`config.mk`:
```
export PLATFORM = sky130hd
export DESIGN_NAME = dual_gain_serial_ctl
export DESIGN_NICKNAME = d
export VERILOG_FILES = /design/src/rtl/gain_ctl_pkg.sv /design/src/rtl/gain_sync.sv /design/src/rtl/gain_ser_slave.sv /design/src/rtl/gain_decode.sv /design/src/rtl/gain_chan.sv /design/src/rtl/dual_gain_serial_ctl.sv
export SDC_FILE = /design/constraint.sdc
export NUM_CORES = 1
export LEC_CHECK = 0
export BUFFER_PORTS_ARGS = -buffer_cell sky130_fd_sc_hd__buf_2
export CORE_MARGIN = 2
export CORE_UTILIZATION = 56
export CTS_BUF_LIST = sky130_fd_sc_hd__clkbuf_8
export DETAILED_ROUTE_END_ITERATION = 10
export PLACE_DENSITY = 0.84
export SYNTH_ARGS = -nofsm -noshare
export SYNTH_HDL_FRONTEND = slang
export SYNTH_SLANG_ARGS = --single-unit
```
`constraint.sdc`:
```
create_clock -name clk -period 2.2 [get_ports clk]
set_input_delay 0.44 -clock clk [delete_from_list [all_inputs] [get_ports clk]]
set_output_delay 0.44 -clock clk [all_outputs]
set_load 0.01 [all_outputs]
```
`src/rtl/gain_ctl_pkg.sv`:
```
package gain_ctl_pkg;

    // Width of a coarse step count able to hold the largest attenuation / step
    function automatic int coarse_bits(input int max_code, input int coarse_db);
        int top_steps;
        top_steps = (max_code - 1) / coarse_db;
        return (top_steps < 1) ? 1 : $clog2(top_steps + 1);
    endfunction

    // Width of a fine step count (0 .. coarse_db-1)
    function automatic int fine_bits(input int coarse_db);
        return (coarse_db < 2) ? 1 : $clog2(coarse_db);
    endfunction

endpackage

```
`src/rtl/gain_sync.sv`:
```
module gain_sync #(
    parameter int   STAGES  = 2,
    parameter logic RST_VAL = 1'b0
) (
    input  logic clk,
    input  logic rst_n,
    input  logic din,
    output logic dout
);

    logic [STAGES-1:0] chain_d, chain_q;

    always_comb begin
        chain_d = {chain_q[STAGES-2:0], din};
    end

    always_ff @(posedge clk or negedge rst_n) begin
        if (!rst_n) begin
            chain_q <= {STAGES{RST_VAL}};
        end else begin
            chain_q <= chain_d;
        end
    end

    assign dout = chain_q[STAGES-1];

endmodule

```
`src/rtl/gain_ser_slave.sv`:
```
module gain_ser_slave #(
    parameter int GAIN_W = 6
) (
    input  logic              clk,
    input  logic              rst_n,
    input  logic              sclk_s,
    input  logic              latch_s,
    input  logic              sdi_s,
    output logic [GAIN_W-1:0] gain_o,
    output logic              sdo_o
);

    localparam int FRAME_BITS = GAIN_W + 2;
    localparam int OVER_CNT   = FRAME_BITS + 1;
    localparam int CNT_W      = $clog2(OVER_CNT + 1);

    typedef struct packed {
        logic              sclk_prev;
        logic              latch_prev;
        logic [CNT_W-1:0]  cnt;
        logic              wr;
        logic [GAIN_W-1:0] shreg;
        logic [GAIN_W-1:0] gain;
        logic              sdo;
    } ser_state_t;

    ser_state_t q, d;

    logic rise, fall, active, start, stop;

    always_comb begin
        rise   = sclk_s & ~q.sclk_prev;
        fall   = ~sclk_s & q.sclk_prev;
        active = ~latch_s;
        start  = ~latch_s & q.latch_prev;
        stop   = latch_s & ~q.latch_prev;

        d            = q;
        d.sclk_prev  = sclk_s;
        d.latch_prev = latch_s;

        if (start) begin
            d.cnt   = '0;
            d.wr    = 1'b0;
            d.shreg = '0;
        end else if (active && rise) begin
            if (q.cnt == '0) begin
                d.wr = sdi_s;
            end
            for (int b = 0; b < GAIN_W; b++) begin
                if (q.cnt == CNT_W'(b + 2)) begin
                    d.shreg[b] = sdi_s;
                end
            end
            if (q.cnt < CNT_W'(OVER_CNT)) begin
                d.cnt = q.cnt + 1'b1;
            end
        end

        if (!active) begin
            d.sdo = 1'b0;
        end else if (fall) begin
            d.sdo = 1'b0;
            for (int b = 0; b < GAIN_W; b++) begin
                if (q.cnt == CNT_W'(b + 2)) begin
                    d.sdo = q.gain[b] & ~q.wr;
                end
            end
        end

        if (stop && q.wr && (q.cnt == CNT_W'(FRAME_BITS))) begin
            d.gain = q.shreg;
        end
    end

    always_ff @(posedge clk or negedge rst_n) begin
        if (!rst_n) begin
            q            <= '0;
            q.latch_prev <= 1'b1;
        end else begin
            q <= d;
        end
    end

    assign gain_o = q.gain;
    assign sdo_o  = q.sdo;

    AST_CNT_BOUNDED: assert property (@(posedge clk) disable iff (!rst_n)
        q.cnt <= CNT_W'(OVER_CNT));

    AST_GAIN_ONLY_AT_STOP: assert property (@(posedge clk) disable iff (!rst_n)
        !stop |=> $stable(q.gain));

    AST_READ_KEEPS_GAIN: assert property (@(posedge clk) disable iff (!rst_n)
        (stop && !q.wr) |=> $stable(q.gain));

    AST_DOUT_ONLY_READ: assert property (@(posedge clk) disable iff (!rst_n)
        q.sdo |-> (!q.wr && !q.latch_prev));

    AST_DOUT_IDLE: assert property (@(posedge clk) disable iff (!rst_n)
        (latch_s && q.latch_prev) |=> !q.sdo);

endmodule

```
`src/rtl/gain_decode.sv`:
```
module gain_decode #(
    parameter int GAIN_W    = 6,
    parameter int MAX_CODE  = 42,
    parameter int COARSE_DB = 6,
    parameter int COARSE_W  = 3,
    parameter int FINE_W    = 3
) (
    input  logic                clk,
    input  logic                rst_n,
    input  logic [GAIN_W-1:0]   code_i,
    output logic [COARSE_W-1:0] coarse_o,
    output logic [FINE_W-1:0]   fine_o,
    output logic                mute_o
);

    localparam int ATT_W = GAIN_W + 1;

    typedef struct packed {
        logic [COARSE_W-1:0] coarse;
        logic [FINE_W-1:0]   fine;
        logic                mute;
    } dec_state_t;

    dec_state_t q, d;

    logic [ATT_W-1:0] att;
    logic             out_of_range;

    always_comb begin
        att          = ATT_W'(MAX_CODE) - {1'b0, code_i};
        out_of_range = (code_i == '0) || ({1'b0, code_i} > ATT_W'(MAX_CODE));

        d = q;
        if (out_of_range) begin
            d.mute   = 1'b1;
            d.coarse = '0;
            d.fine   = '0;
        end else begin
            d.mute   = 1'b0;
            d.coarse = COARSE_W'(att / ATT_W'(COARSE_DB));
            d.fine   = FINE_W'(att % ATT_W'(COARSE_DB));
        end
    end

    always_ff @(posedge clk or negedge rst_n) begin
        if (!rst_n) begin
            q      <= '0;
            q.mute <= 1'b1;
        end else begin
            q <= d;
        end
    end

    assign coarse_o = q.coarse;
    assign fine_o   = q.fine;
    assign mute_o   = q.mute;

    AST_FINE_RANGE: assert property (@(posedge clk) disable iff (!rst_n)
        q.fine < FINE_W'(COARSE_DB));

    AST_MUTE_ZERO_STEPS: assert property (@(posedge clk) disable iff (!rst_n)
        q.mute |-> (q.coarse == '0 && q.fine == '0));

    AST_MUTE_FOR_ZERO: assert property (@(posedge clk) disable iff (!rst_n)
        (code_i == '0) |=> q.mute);

endmodule

```
`src/rtl/gain_chan.sv`:
```
module gain_chan
    import gain_ctl_pkg::*;
#(
    parameter int GAIN_W      = 6,
    parameter int MAX_CODE    = 42,
    parameter int COARSE_DB   = 6,
    parameter int SYNC_STAGES = 2,
    parameter int COARSE_W    = coarse_bits(MAX_CODE, COARSE_DB),
    parameter int FINE_W      = fine_bits(COARSE_DB)
) (
    input  logic                clk,
    input  logic                rst_n,
    input  logic                sclk_i,
    input  logic                latch_n_i,
    input  logic                sdi_i,
    input  logic                en_i,
    output logic                sdo_o,
    output logic                path_on_o,
    output logic                mute_o,
    output logic [COARSE_W-1:0] coarse_o,
    output logic [FINE_W-1:0]   fine_o
);

    logic              sclk_s, latch_s, sdi_s;
    logic [GAIN_W-1:0] gain;
    logic              path_d, path_q;

    gain_sync #(.STAGES(SYNC_STAGES), .RST_VAL(1'b0)) u_sync_clk (
        .clk(clk), .rst_n(rst_n), .din(sclk_i), .dout(sclk_s));

    gain_sync #(.STAGES(SYNC_STAGES), .RST_VAL(1'b1)) u_sync_latch (
        .clk(clk), .rst_n(rst_n), .din(latch_n_i), .dout(latch_s));

    gain_sync #(.STAGES(SYNC_STAGES), .RST_VAL(1'b0)) u_sync_data (
        .clk(clk), .rst_n(rst_n), .din(sdi_i), .dout(sdi_s));

    gain_ser_slave #(.GAIN_W(GAIN_W)) u_ser (
        .clk     (clk),
        .rst_n   (rst_n),
        .sclk_s  (sclk_s),
        .latch_s (latch_s),
        .sdi_s   (sdi_s),
        .gain_o  (gain),
        .sdo_o   (sdo_o)
    );

    gain_decode #(
        .GAIN_W    (GAIN_W),
        .MAX_CODE  (MAX_CODE),
        .COARSE_DB (COARSE_DB),
        .COARSE_W  (COARSE_W),
        .FINE_W    (FINE_W)
    ) u_dec (
        .clk      (clk),
        .rst_n    (rst_n),
        .code_i   (gain),
        .coarse_o (coarse_o),
        .fine_o   (fine_o),
        .mute_o   (mute_o)
    );

    always_comb begin
        path_d = en_i;
    end

    always_ff @(posedge clk or negedge rst_n) begin
        if (!rst_n) begin
            path_q <= 1'b0;
        end else begin
            path_q <= path_d;
        end
    end

    assign path_on_o = path_q;

    AST_EN_KEEPS_GAIN: assert property (@(posedge clk) disable iff (!rst_n)
        (latch_s && $changed(en_i)) |=> $stable(gain));

endmodule

```
`src/rtl/dual_gain_serial_ctl.sv`:
```
module dual_gain_serial_ctl
    import gain_ctl_pkg::*;
#(
    parameter int NCH         = 2,
    parameter int GAIN_W      = 6,
    parameter int MAX_CODE    = 42,
    parameter int COARSE_DB   = 6,
    parameter int SYNC_STAGES = 2
) (
    input  logic                                                clk,
    input  logic                                                rst_n,
    input  logic [NCH-1:0]                                      ser_clk,
    input  logic [NCH-1:0]                                      ser_latch_n,
    input  logic [NCH-1:0]                                      ser_din,
    output logic [NCH-1:0]                                      ser_dout,
    input  logic [NCH-1:0]                                      chan_en,
    output logic [NCH-1:0]                                      path_on,
    output logic [NCH-1:0]                                      mute,
    output logic [NCH*coarse_bits(MAX_CODE, COARSE_DB)-1:0]     coarse_step,
    output logic [NCH*fine_bits(COARSE_DB)-1:0]                 fine_step
);

    localparam int COARSE_W = coarse_bits(MAX_CODE, COARSE_DB);
    localparam int FINE_W   = fine_bits(COARSE_DB);

    for (genvar c = 0; c < NCH; c++) begin : g_chan
        gain_chan #(
            .GAIN_W      (GAIN_W),
            .MAX_CODE    (MAX_CODE),
            .COARSE_DB   (COARSE_DB),
            .SYNC_STAGES (SYNC_STAGES),
            .COARSE_W    (COARSE_W),
            .FINE_W      (FINE_W)
        ) u_chan (
            .clk       (clk),
            .rst_n     (rst_n),
            .sclk_i    (ser_clk[c]),
            .latch_n_i (ser_latch_n[c]),
            .sdi_i     (ser_din[c]),
            .en_i      (chan_en[c]),
            .sdo_o     (ser_dout[c]),
            .path_on_o (path_on[c]),
            .mute_o    (mute[c]),
            .coarse_o  (coarse_step[c*COARSE_W +: COARSE_W]),
            .fine_o    (fine_step[c*FINE_W +: FINE_W])
        );
    end

endmodule

```
==> summary.txt, run 1 <==
Clocking
  – CTS Buf Count: 9
  – TritonCTS clock tree: yes
  – Clock tree buffer depth: 2
  – Clock slew at the register clock pins of the worst setup and hold paths: approximately 0.08 ns
  – Clock Root Buffer: clkbuf_8
  – H-tree depth: 3
  – Clock latency on the worst-skew pair: ~0.36 ns
  – Clk sinks: 68

Timing
  – Final worst setup slack: -0.119 ns
  – Final hold vios: 0
  – Slew @ Worst Pin: slightly above 0.7 ns
  – Min Hold Slack: between 0.07 and 0.08 ns
  – Max transition margin: 51.8%
  – Final min period: 2.32 ns
  – Layout Skew: 0.00902 ns
  – Final Cycle Share: 105%
  – Setup violations, final: 3
  – Fin. max-slew vios: 0
  – Unrepaired setup endpoints after global routing: yes
  – Fmax: between 400 and 500 MHz

Synthesis
  – Count leader, synth: dfrtp_1
  – Register area share after synthesis: roughly 47%
  – Post-synth top cells: dfrtp_1, nand2_1, nor2_1, a21oi_1, o21ai_0
  – Yosys top cell area share: 41.5%
  – Synth area leader: dfrtp_1
  – Mapped Nets: between 400 and 500
  – Post-Syn Area per Cell: roughly 9.3 um2
  – Syn Inst Count: between 300 and 400
  – Synth warn: 0
  – Compound-Gate Fraction of Synth Area: between 15 and 20%
  – Largest family of logic cells by synthesized area: simple AND/OR/NAND/NOR gates
  – Yosys reg bits: between 60 and 70
  – Synth cell types: a little under 60
  – Post-synth EDFFs: 0
  – Proportion of synthesized area in mux cells: under 10%
  – Synth Flop Type: dfrtp_1
  – Post-Synth Adder-Cell Area: approximately 5.5%
  – Simple-gate share of the synthesized area: around a fifth
  – Cell Area, Synth: ~3600 um2
  – Asr flop ratio synth: 100%
  – Synth Area in XOR/XNOR: between 1 and 1.5%
  – Area contributors post-synth: dfrtp_1, dfstp_2, ha_1

Layout
  – Ratio of cells with drive above 1 in the final layout: between 20% and 30%
  – N_diodes: 0
  – Final instance area: ~4400 um2
  – Layout fillers: 458
  – Final nets: 469
  – Synth-to-layout area growth: 21.3%

Route
  – Post-route ant nets: 0
  – Final WL: about 7500 um
  – Via density per instance: roughly 5.7
  – Avg WL per Cell: roughly 14 um
  – Post-route DRC: 0
  – Vias post-DR: about 3000
  – Initial DRT Pass Iterations: 4
  – Initial DRC count: slightly below 100

Placed design
  – Gpl congestion: about 0.96
  – I/O Buffers: 27
  – DP Wirelength: slightly below 5000 um
  – Placed instance area: between 3000 and 4000 um2

GRT
  – Vias in the first global route: about 2800
  – First-pass GRT wire length: between 10000 and 15000 um
  – GRT Util Overall: 21.4%
  – Pin count of the biggest net entering global routing: about 70
  – Total gr overflow: 0
  – Initial antenna violation count: 0

Floorplanning
  – IO Count: 28
  – Num rows: 29
  – Core Area: roughly 6300 um2
  – Die area: ~7000 um2
  – Initial Util: 57.3%
  – Die height: 84.4 um
  – Die width: around 84 um

Power
  – LEAKAGE: approximately 2 nW
  – Peak VDD IR: ~0.6 mV
  – Total power: between 2 and 3 mW
  – P per Cell Area: between 600 and 700 nW/um2

Critical path
  – Worst Setup Path Type: register to register
  – Worst path max stage delay: 0.43 ns
  – Crit Path Max Fanout: 4
  – Crit path DAT: roughly 2.6 ns
  – Worst setup path startpoint: g_chan[1].u_chan.u_ser.gain_o[0]
  – Critical Path, Cell by Cell: ha_4 -> nand2_2 -> a21bo_1 -> a211o_1 -> o21a_2 -> ha_4 -> a211o_1 -> a21oi_2 -> mux2_4
  – CP Buf/Inv Count: 0
  – CP required: roughly 2.5 ns
  – Crit path launch type: register
  – Critical path capture point type: register
  – R2r startpoint: g_chan[1].u_chan.u_ser.gain_o[0]
  – CP top delay family: compound AO/OA/AOI/OAI gates
  – Slowest cell on crit path: dfrtp_2

Run
  – MaxCap Viol Count: 0

Status
  – Failing checks: setup timing
  – Status: finished with violations

Worst hold path
  – Hold Crit Class: primary input to async pin
state kept, by name, indices dropped and copies added, names as in the netlist:
| register | count |
|---|---|
| g_chan.u_chan.u_ser.q | 26 |
| g_chan.u_chan.u_sync_data.chain_q | 4 |
| g_chan.u_chan.u_sync_latch.chain_q | 4 |
| g_chan.u_chan.u_dec.coarse_o | 6 |
| g_chan.u_chan.u_dec.fine_o | 6 |
| g_chan.u_chan.u_dec.mute_o | 2 |
| g_chan.u_chan.u_sync_clk.chain_q | 4 |
| g_chan.u_chan.u_ser.gain_o | 12 |
| g_chan.u_chan.path_on_o | 2 |
| g_chan.u_chan.u_ser.sdo_o | 2 |
repair_timing:
item | CTS | global route
setup endpoints to repair | 4 | 5
pin swaps | 5 | 8
setup buffers | 6 | 7
hold buffers | 0 | 0
gates resized for setup | 6 | 18
cells in the final DEF, fill, tap and decap left out, types with 3 or more instances in the layout:
master	netlist	layout
o31ai_1	4	3
nor2_2	0	3
o211ai_1	4	4
a31oi_1	3	3
a21oi_2	1	4
nor2b_1	6	6
a21oi_1	34	31
o21ai_0	20	19
nand2_1	46	45
mux2_2	7	7
nor2_1	35	32
inv_1	17	16
and2_4	0	3
nand3_1	19	19
buf_4	6	42
clkinv_4	0	3
nor3_1	8	7
dfstp_2	8	8
dfrtp_1	60	57
mux2i_1	4	3
nand2b_1	10	10
ha_1	16	12
a21o_1	5	5
dfrtp_2	0	3
xnor2_1	3	3
clkbuf_8	0	9
buf_2	6	27
where the power goes:
group	switching [mW]	leakage, nW	internal (mW)	total (mW)
clock	0.517	0.106	0.643	1.16
sequential	0.0523	0.884	1.30	1.35
combinational	0.165	1.00	0.0955	0.261
path summary, 6_finish.rpt:
path                       depth (start not counted)  slack [ns]                                       end
max                                                9       -0.12          g_chan[1].u_chan.u_dec.fine_o[1]
min                                                2        0.07        g_chan[1].u_chan.u_dec.coarse_o[2]
max reg2reg                                        9       -0.12          g_chan[1].u_chan.u_dec.fine_o[1]
min reg2reg                                        0        0.35   g_chan[1].u_chan.u_sync_data.chain_q[1]
max in group asynchronous                          2        1.78  g_chan[0].u_chan.u_sync_latch.chain_q[1]
min in group clk                                   1        0.17  g_chan[1].u_chan.u_sync_latch.chain_q[0]
routing by layer:
metal / GRT usage [%] / part of all wire [%] / vias up
met4: 10.2 / 1.7 / 0
met3: 3.83 / 4.6 / 12
met2: 36.1 / 50 / 73
met5: 0 / 0 / -
li1: - / - / 1458
met1: 26.8 / 44 / 1440
layout make-up:
type | instances | area (um2) | share of cell area [%]
Multi-Input combinational cell | 275 | 1800 | 41.1
Sequential cell | 68 | 1720 | 39.1
Timing Repair Buffer | 71 | 482 | 11.0
Clock buffer | 9 | 124 | 2.82
Clock inverter | 7 | 101 | 2.31
Tap cell | 77 | 96.3 | 2.19
Inverter | 18 | 67.6 | 1.54
cells by family after synthesis:
family | count (synthesis)
simple gates | 142
mux | 12
fa+ha+maj | 16
xor+xnor | 5
flops | 68
compound gates | 100
buf+inv | 45
per-stage QoR:
stage	instances	TNS (ns)	worst slack, ns	util [%]
6_report	525	-0.159	-0.119	69.5
5_1_grt	525	-0.586	-0.179	69.5
4_1_cts	518	-0.295	-0.173	67.7
3_5_place_dp	496	-0.315	-0.149	63.0
3_3_place_gp	496	-0.0968	-0.0968	63.0
2_1_floorplan	388	-0.132	-0.132	-
No activity file was read; power rests on OpenSTA's default activity.
==> run 2: changes to the inputs <==
--- a/config.mk
+++ b/config.mk
@@ -5,12 +5,12 @@
 export SDC_FILE = /design/constraint.sdc
 export NUM_CORES = 1
 export LEC_CHECK = 0
-export BUFFER_PORTS_ARGS = -buffer_cell sky130_fd_sc_hd__buf_2
 export CORE_MARGIN = 2
-export CORE_UTILIZATION = 56
+export CORE_UTILIZATION = 60
 export CTS_BUF_LIST = sky130_fd_sc_hd__clkbuf_8
 export DETAILED_ROUTE_END_ITERATION = 10
-export PLACE_DENSITY = 0.84
+export DONT_BUFFER_PORTS = 1
+export PLACE_DENSITY = 0.85
 export SYNTH_ARGS = -nofsm -noshare
 export SYNTH_HDL_FRONTEND = slang
 export SYNTH_SLANG_ARGS = --single-unit
==> summary.txt, run 2 (same netlist as run 1, synthesis figures left out) <==
Status
  – Status: finished with violations
  – Failing checks: setup timing

GRT
  – Busiest metal layer after global routing: met2
  – Global routing usage on met2: 37.9% (+1.8 points)
  – Vias in the first global route: 2648 (-5.8%)
  – Initial antenna violation count: 0 (unchanged)
  – Met1 Usage GRT: 30.8% (+4.0 points)
  – First-pass GRT wire length: 12100 um (-2.2%)
  – Met3 usage: 5.05% (+1.2 points)
  – Total gr overflow: 0 (unchanged)
  – GRT Util Overall: 23.5% (+2.1 points)
  – Pin count of the biggest net entering global routing: 69 (unchanged)

Critical path
  – Crit path launch type: register
  – Crit Path Max Fanout: 4 (unchanged)
  – Crit path DAT: 2.60 ns (+0.03 ns)
  – CP required: 2.43 ns (-0.02 ns)
  – Worst Setup Path Type: register to register
  – Critical path capture point type: register

Clocking
  – Clock Root Buffer: clkbuf_8
  – Clock slew at the register clock pins of the worst setup and hold paths: 0.07 ns (about the same)
  – TritonCTS clock tree: yes
  – Clock tree buffer depth: 2 (unchanged)
  – Clock latency on the worst-skew pair: 0.35 ns (about the same)
  – CTS Buf Count: 9 (unchanged)
  – Clk sinks: 68 (unchanged)
  – H-tree depth: 3 (unchanged)

Timing
  – Slew @ Worst Pin: 0.774 ns (+0.0528 ns)
  – Final hold vios: 0 (unchanged)
  – Final worst setup slack: -0.172 ns (-0.0526 ns)
  – Final min period: 2.37 ns (+0.0526 ns)
  – Layout Skew: 0.00876 ns (-0.000261 ns)
  – Fmax: 422 MHz (-2.2%)
  – Final Cycle Share: 108% (+2.4 points)
  – Min Hold Slack: 0.0883 ns (+0.0150 ns)
  – Unrepaired setup endpoints after global routing: yes
  – Final setup TNS: -0.266 ns (-0.107 ns)
  – Max transition margin: 48.3% (-3.5 points)
  – Setup violations, final: 3 (unchanged)
  – Fin. max-slew vios: 0 (unchanged)

Route
  – Initial DRC count: 145 (+46%)
  – Post-route ant nets: 0 (unchanged)
  – Initial DRT Pass Iterations: 5 (+1)
  – Avg WL per Cell: 15.3 um (+7.0%)
  – Via density per instance: 5.90 (+3.8%)
  – Final WL: 7560 um (+0.91%)
  – Vias post-DR: 2919 (-2.1%)
  – Post-route DRC: 0 (unchanged)

Power
  – Clk network pwr share: 42.7% (+0.9 points)
  – Net Sw Power: 690 uW (-6.0%)
  – Int Pwr: 2.12 mW (+3.9%)
  – Peak VDD IR: 0.523 mV (-10%)
  – Comb pwr share: 9.0% (-0.4 points)
  – Sw Share: 24.6% (-1.9 points)
  – LEAKAGE: 1.89 nW (-5.3%)
  – Seq pwr share: 48.3% (-0.5 points)
  – P per Cell Area: 657 nW/um2 (+3.9%)

Placed design
  – Placed instance area: 3870 um2 (-2.8%)
  – Post-Place Worst Slack: -0.120 ns (+0.0290 ns)
  – I/O Buffers: 0 (-100%)
  – DP Wirelength: 4770 um (-1.1%)
  – Dpl cells: 472 (-4.8%)
  – Gpl congestion: 0.928 (-3.1%)

Layout
  – N_diodes: 0 (unchanged)
  – Commonest cells after routing, fill and taps aside: dfrtp_1, nand2_1, buf_4
  – Max FFs per register: 26 (unchanged)
  – Synth-to-layout area growth: 18.3%
  – Most common cell after layout, fill and taps aside: dfrtp_1
  – Most flop-heavy register: g_chan.u_chan.u_ser.q
  – Fin cells: 495 (-5.7%)
  – Ratio of cells with drive above 1 in the final layout: 24.3% (-5.0 points)
  – Final instance area: 4280 um2 (-2.5%)
  – Final nets: 441 (-6.0%)

Worst hold path
  – Hold Crit Class: primary input to register

Floorplanning
  – Die height: 81.7 um (-3.2%)
  – Die area: 6670 um2 (-6.4%)
  – Initial Util: 61.5% (+4.2 points)
  – Core Area: 5890 um2 (-6.8%)
  – Num rows: 28 (-3.4%)
  – Die width: 81.7 um (-3.2%)
  – IO Count: 28 (unchanged)

Run
  – MaxCap Viol Count: 0 (unchanged)
## run 2: timing repair
item | in CTS | in global routing
hold endpoints to repair | 68 | 0
gates cloned | 0 | 0
resized for setup | 6 | 20
hold buffers | 2 | 0
buffers inserted | 1 | 4
endpoints found under the setup margin | 4 | 6
pin swaps | 2 | 10
## run 2: worst max-delay path, stage by stage (launching register included)
cell	delay, ns
dfrtp_2	0.43
ha_4	0.17
nand2_2	0.05
a21bo_1	0.18
a211o_1	0.25
o21a_2	0.21
ha_2	0.17
a211o_1	0.30
a21oi_2	0.17
mux2_4	0.32
## run 2: area by class of cell
| class | count | area [um2] |
|---|---|---|
| Sequential cell | 68 | 1720 |
| Clock buffer | 12 | 165 |
| Multi-Input combinational cell | 275 | 1810 |
| Timing Repair Buffer | 43 | 357 |
| Clock inverter | 4 | 71.3 |
| Tap cell | 75 | 93.8 |
| Fill cell | 402 | 1600 |
| Inverter | 18 | 67.6 |
## run 2: per-stage QoR
stage                     power, mW  utilization (%)
after CTS                      2.82             70.9
after global placement         1.58             65.7
final                          2.81             72.7
after floorplan                1.55                -
after detailed placement       1.60             65.7
after global routing           2.92             72.7
## run 2: power groups by stage
stage	combinational, mW	clock, mW	sequential, mW
2_1_floorplan	0.182	0	1.36
3_3_place_gp	0.207	0	1.38
3_5_place_dp	0.218	0	1.38
4_1_cts	0.254	1.21	1.36
5_1_grt	0.287	1.26	1.37
6_report	0.253	1.20	1.36
## run 2: path summary, 6_finish.rpt
path                       cells after the start  slack, ns                                   start                                       end
max reg2reg                                    9      -0.17        g_chan[1].u_chan.u_ser.gain_o[1]          g_chan[1].u_chan.u_dec.fine_o[1]
min reg2reg                                    0       0.35  g_chan[0].u_chan.u_sync_clk.chain_q[0]    g_chan[0].u_chan.u_sync_clk.chain_q[1]
min                                            0       0.09                          ser_latch_n[0]  g_chan[0].u_chan.u_sync_latch.chain_q[0]
min in group asynchronous                      2       0.62                                   rst_n              g_chan[0].u_chan.u_ser.q[14]
max in group asynchronous                      2       1.27                                   rst_n  g_chan[1].u_chan.u_sync_latch.chain_q[1]
max                                            9      -0.17        g_chan[1].u_chan.u_ser.gain_o[1]          g_chan[1].u_chan.u_dec.fine_o[1]
## run 2: routing by layer
metal | vias to the layer above | wire length [um]
li1 | 1404 | -
met1 | 1419 | 3420
met2 | 84 | 3670
met3 | 12 | 363
met4 | 0 | 107
met5 | - | 0
==> run 3: changes to the inputs <==
--- a/config.mk
+++ b/config.mk
@@ -11,6 +11,7 @@
 export DETAILED_ROUTE_END_ITERATION = 10
 export DONT_BUFFER_PORTS = 1
 export PLACE_DENSITY = 0.85
+export SKIP_CTS_REPAIR_TIMING = 1
 export SYNTH_ARGS = -nofsm -noshare
 export SYNTH_HDL_FRONTEND = slang
 export SYNTH_SLANG_ARGS = --single-unit
==> summary.txt, run 3 (same netlist as run 1, synthesis figures left out) <==
Power
  – Clk network pwr share: 42.6% (about the same)
  – P per Cell Area: 667 nW/um2 (+1.6%)
  – Sw Share: 24.4% (-0.18 points)
  – Seq pwr share: 48.4% (about the same)
  – Peak VDD IR: 0.525 mV (+0.36%)
  – Total power: 2.80 mW (-0.24%)
  – Int Pwr: 2.12 mW (about the same)
  – LEAKAGE: 1.87 nW (-0.98%)
  – Net Sw Power: 684 uW (-0.97%)
  – Comb pwr share: 9.0% (about the same)

Layout
  – Most flop-heavy register: g_chan.u_chan.u_ser.q
  – N_diodes: 0 (unchanged)
  – Ratio of cells with drive above 1 in the final layout: 21.3% (-2.9 points)
  – Final instance area: 4200 um2 (-1.8%)
  – Most common cell after layout, fill and taps aside: dfrtp_1
  – Synth-to-layout area growth: 16.1%
  – Final nets: 438 (-0.68%)
  – Commonest cells after routing, fill and taps aside: dfrtp_1, nand2_1, buf_4
  – Max FFs per register: 26 (unchanged)

Critical path
  – CP required: 2.43 ns (about the same)
  – Crit path DAT: 2.59 ns (about the same)
  – Crit path launch type: register
  – Critical path capture point type: register
  – Crit Path Max Fanout: 4 (unchanged)
  – Worst Setup Path Type: register to register

GRT
  – Met3 usage: 5.16% (+0.11 points)
  – Vias in the first global route: 2587 (-2.3%)
  – Busiest metal layer after global routing: met2
  – Global routing usage on met2: 36.9% (-0.98 points)
  – Initial antenna violation count: 0 (unchanged)
  – First-pass GRT wire length: 11700 um (-2.7%)
  – Pin count of the biggest net entering global routing: 69 (unchanged)
  – GRT Util Overall: 22.9% (-0.61 points)
  – Total gr overflow: 0 (unchanged)
  – Met1 Usage GRT: 29.8% (-1.1 points)

Timing
  – Setup violations, final: 4 (+1)
  – Final Cycle Share: 107% (-0.43 points)
  – Unrepaired setup endpoints after global routing: yes
  – Final worst setup slack: -0.162 ns (+0.00937 ns)
  – Fmax: 423 MHz (+0.40%)
  – Slew @ Worst Pin: 0.747 ns (-0.0269 ns)
  – Final hold vios: 0 (unchanged)
  – Layout Skew: 0.0101 ns (+0.00137 ns)
  – Fin. max-slew vios: 0 (unchanged)
  – Max transition margin: 50.1% (+1.8 points)
  – Final min period: 2.36 ns (-0.00937 ns)

Run
  – MaxCap Viol Count: 0 (unchanged)

Route
  – Vias post-DR: 2868 (-1.7%)
  – Post-route DRC: 0 (unchanged)
  – Via density per instance: 5.83 (-1.1%)
  – Initial DRT Pass Iterations: 5 (unchanged)
  – Final WL: 7280 um (-3.7%)
  – Post-route ant nets: 0 (unchanged)
  – Avg WL per Cell: 14.8 um (-3.1%)
  – Initial DRC count: 157 (+8.3%)

Floorplanning
  – Num rows: 28 (unchanged)
  – Die width: 81.7 um (unchanged)
  – Initial Util: 61.5% (unchanged)
  – Die area: 6670 um2 (unchanged)
  – IO Count: 28 (unchanged)
  – Core Area: 5890 um2 (unchanged)
  – Die height: 81.7 um (unchanged)

Placed design
  – Gpl congestion: 0.928 (unchanged)
  – DP Wirelength: 4770 um (unchanged)
  – Placed instance area: 3870 um2 (unchanged)
  – I/O Buffers: 0 (unchanged)

Worst hold path
  – Hold Crit Class: primary input to register

Clocking
  – Clock tree buffer depth: 2 (unchanged)
  – CTS Buf Count: 9 (unchanged)
  – Clock Root Buffer: clkbuf_8
  – Clock latency on the worst-skew pair: 0.35 ns (about the same)
  – H-tree depth: 3 (unchanged)
  – Clock slew at the register clock pins of the worst setup and hold paths: 0.07 ns (about the same)
  – Clk sinks: 68 (unchanged)
  – TritonCTS clock tree: yes

Status
  – Status: finished with violations
  – Failing checks: setup timing
run 3: final timing paths:
path	slack (ns)	to	cells past startpoint	start
worst min register to register	0.35	g_chan[0].u_chan.u_sync_clk.chain_q[1]	0	g_chan[0].u_chan.u_sync_clk.chain_q[0]
min in group asynchronous	0.62	g_chan[0].u_chan.u_ser.q[14]	2	rst_n
worst max-delay path	-0.16	g_chan[1].u_chan.u_dec.fine_o[1]	9	g_chan[1].u_chan.u_ser.gain_o[0]
worst max register to register	-0.16	g_chan[1].u_chan.u_dec.fine_o[1]	9	g_chan[1].u_chan.u_ser.gain_o[0]
worst min-delay path	0.09	g_chan[1].u_chan.u_sync_latch.chain_q[0]	0	ser_latch_n[1]
max in group asynchronous	1.25	g_chan[0].u_chan.u_sync_latch.chain_q[0]	2	rst_n
run 3: layer usage:
metal	vias to the layer above	routed length, um
met4	0	110
li1	1398	-
met1	1393	3370
met3	12	299
met2	65	3500
met5	-	0
run 3: per-stage QoR:
| step | hold slack (ns) | setup slack [ns] | std cells | setup TNS (ns) | util, % |
|---|---|---|---|---|---|
| 2_1_floorplan | 0.144 | -0.132 | 388 | -0.132 | - |
| 3_3_place_gp | 0.146 | -0.0817 | 472 | -0.0817 | 65.7 |
| 4_1_cts | -0.227 | -0.163 | 488 | -0.355 | 69.7 |
| 5_1_grt | 0.0692 | -0.243 | 492 | -0.795 | 71.4 |
| 6_report | 0.0867 | -0.162 | 492 | -0.273 | 71.4 |
| 3_5_place_dp | 0.146 | -0.120 | 472 | -0.254 | 65.7 |
run 3: area by class of cell:
class	count	area (um2)
clock buffers	12	165
clock inverters	4	71.3
fillers	419	1680
inverters	18	67.6
multi-input cells	275	1760
flip-flops and latches	68	1710
well taps	75	93.8
repair buffers	40	330
run 3: critical path, stage by stage, from the launching register on:
cell and delay [ns]:
dfrtp_2 0.42, ha_4 0.17, nand2_2 0.05, a21bo_1 0.18, a211o_1 0.25, o21a_2 0.22
ha_2 0.16, a211o_1 0.29, a21oi_2 0.17, mux2_4 0.32
run 3: power groups by stage:
stage	clock, mW	sequential [mW]	combinational, mW
after floorplan	0	1.36	0.182
after global placement	0	1.38	0.207
after detailed placement	0	1.38	0.218
after CTS	1.21	1.36	0.222
after global routing	1.26	1.37	0.287
final	1.20	1.36	0.251
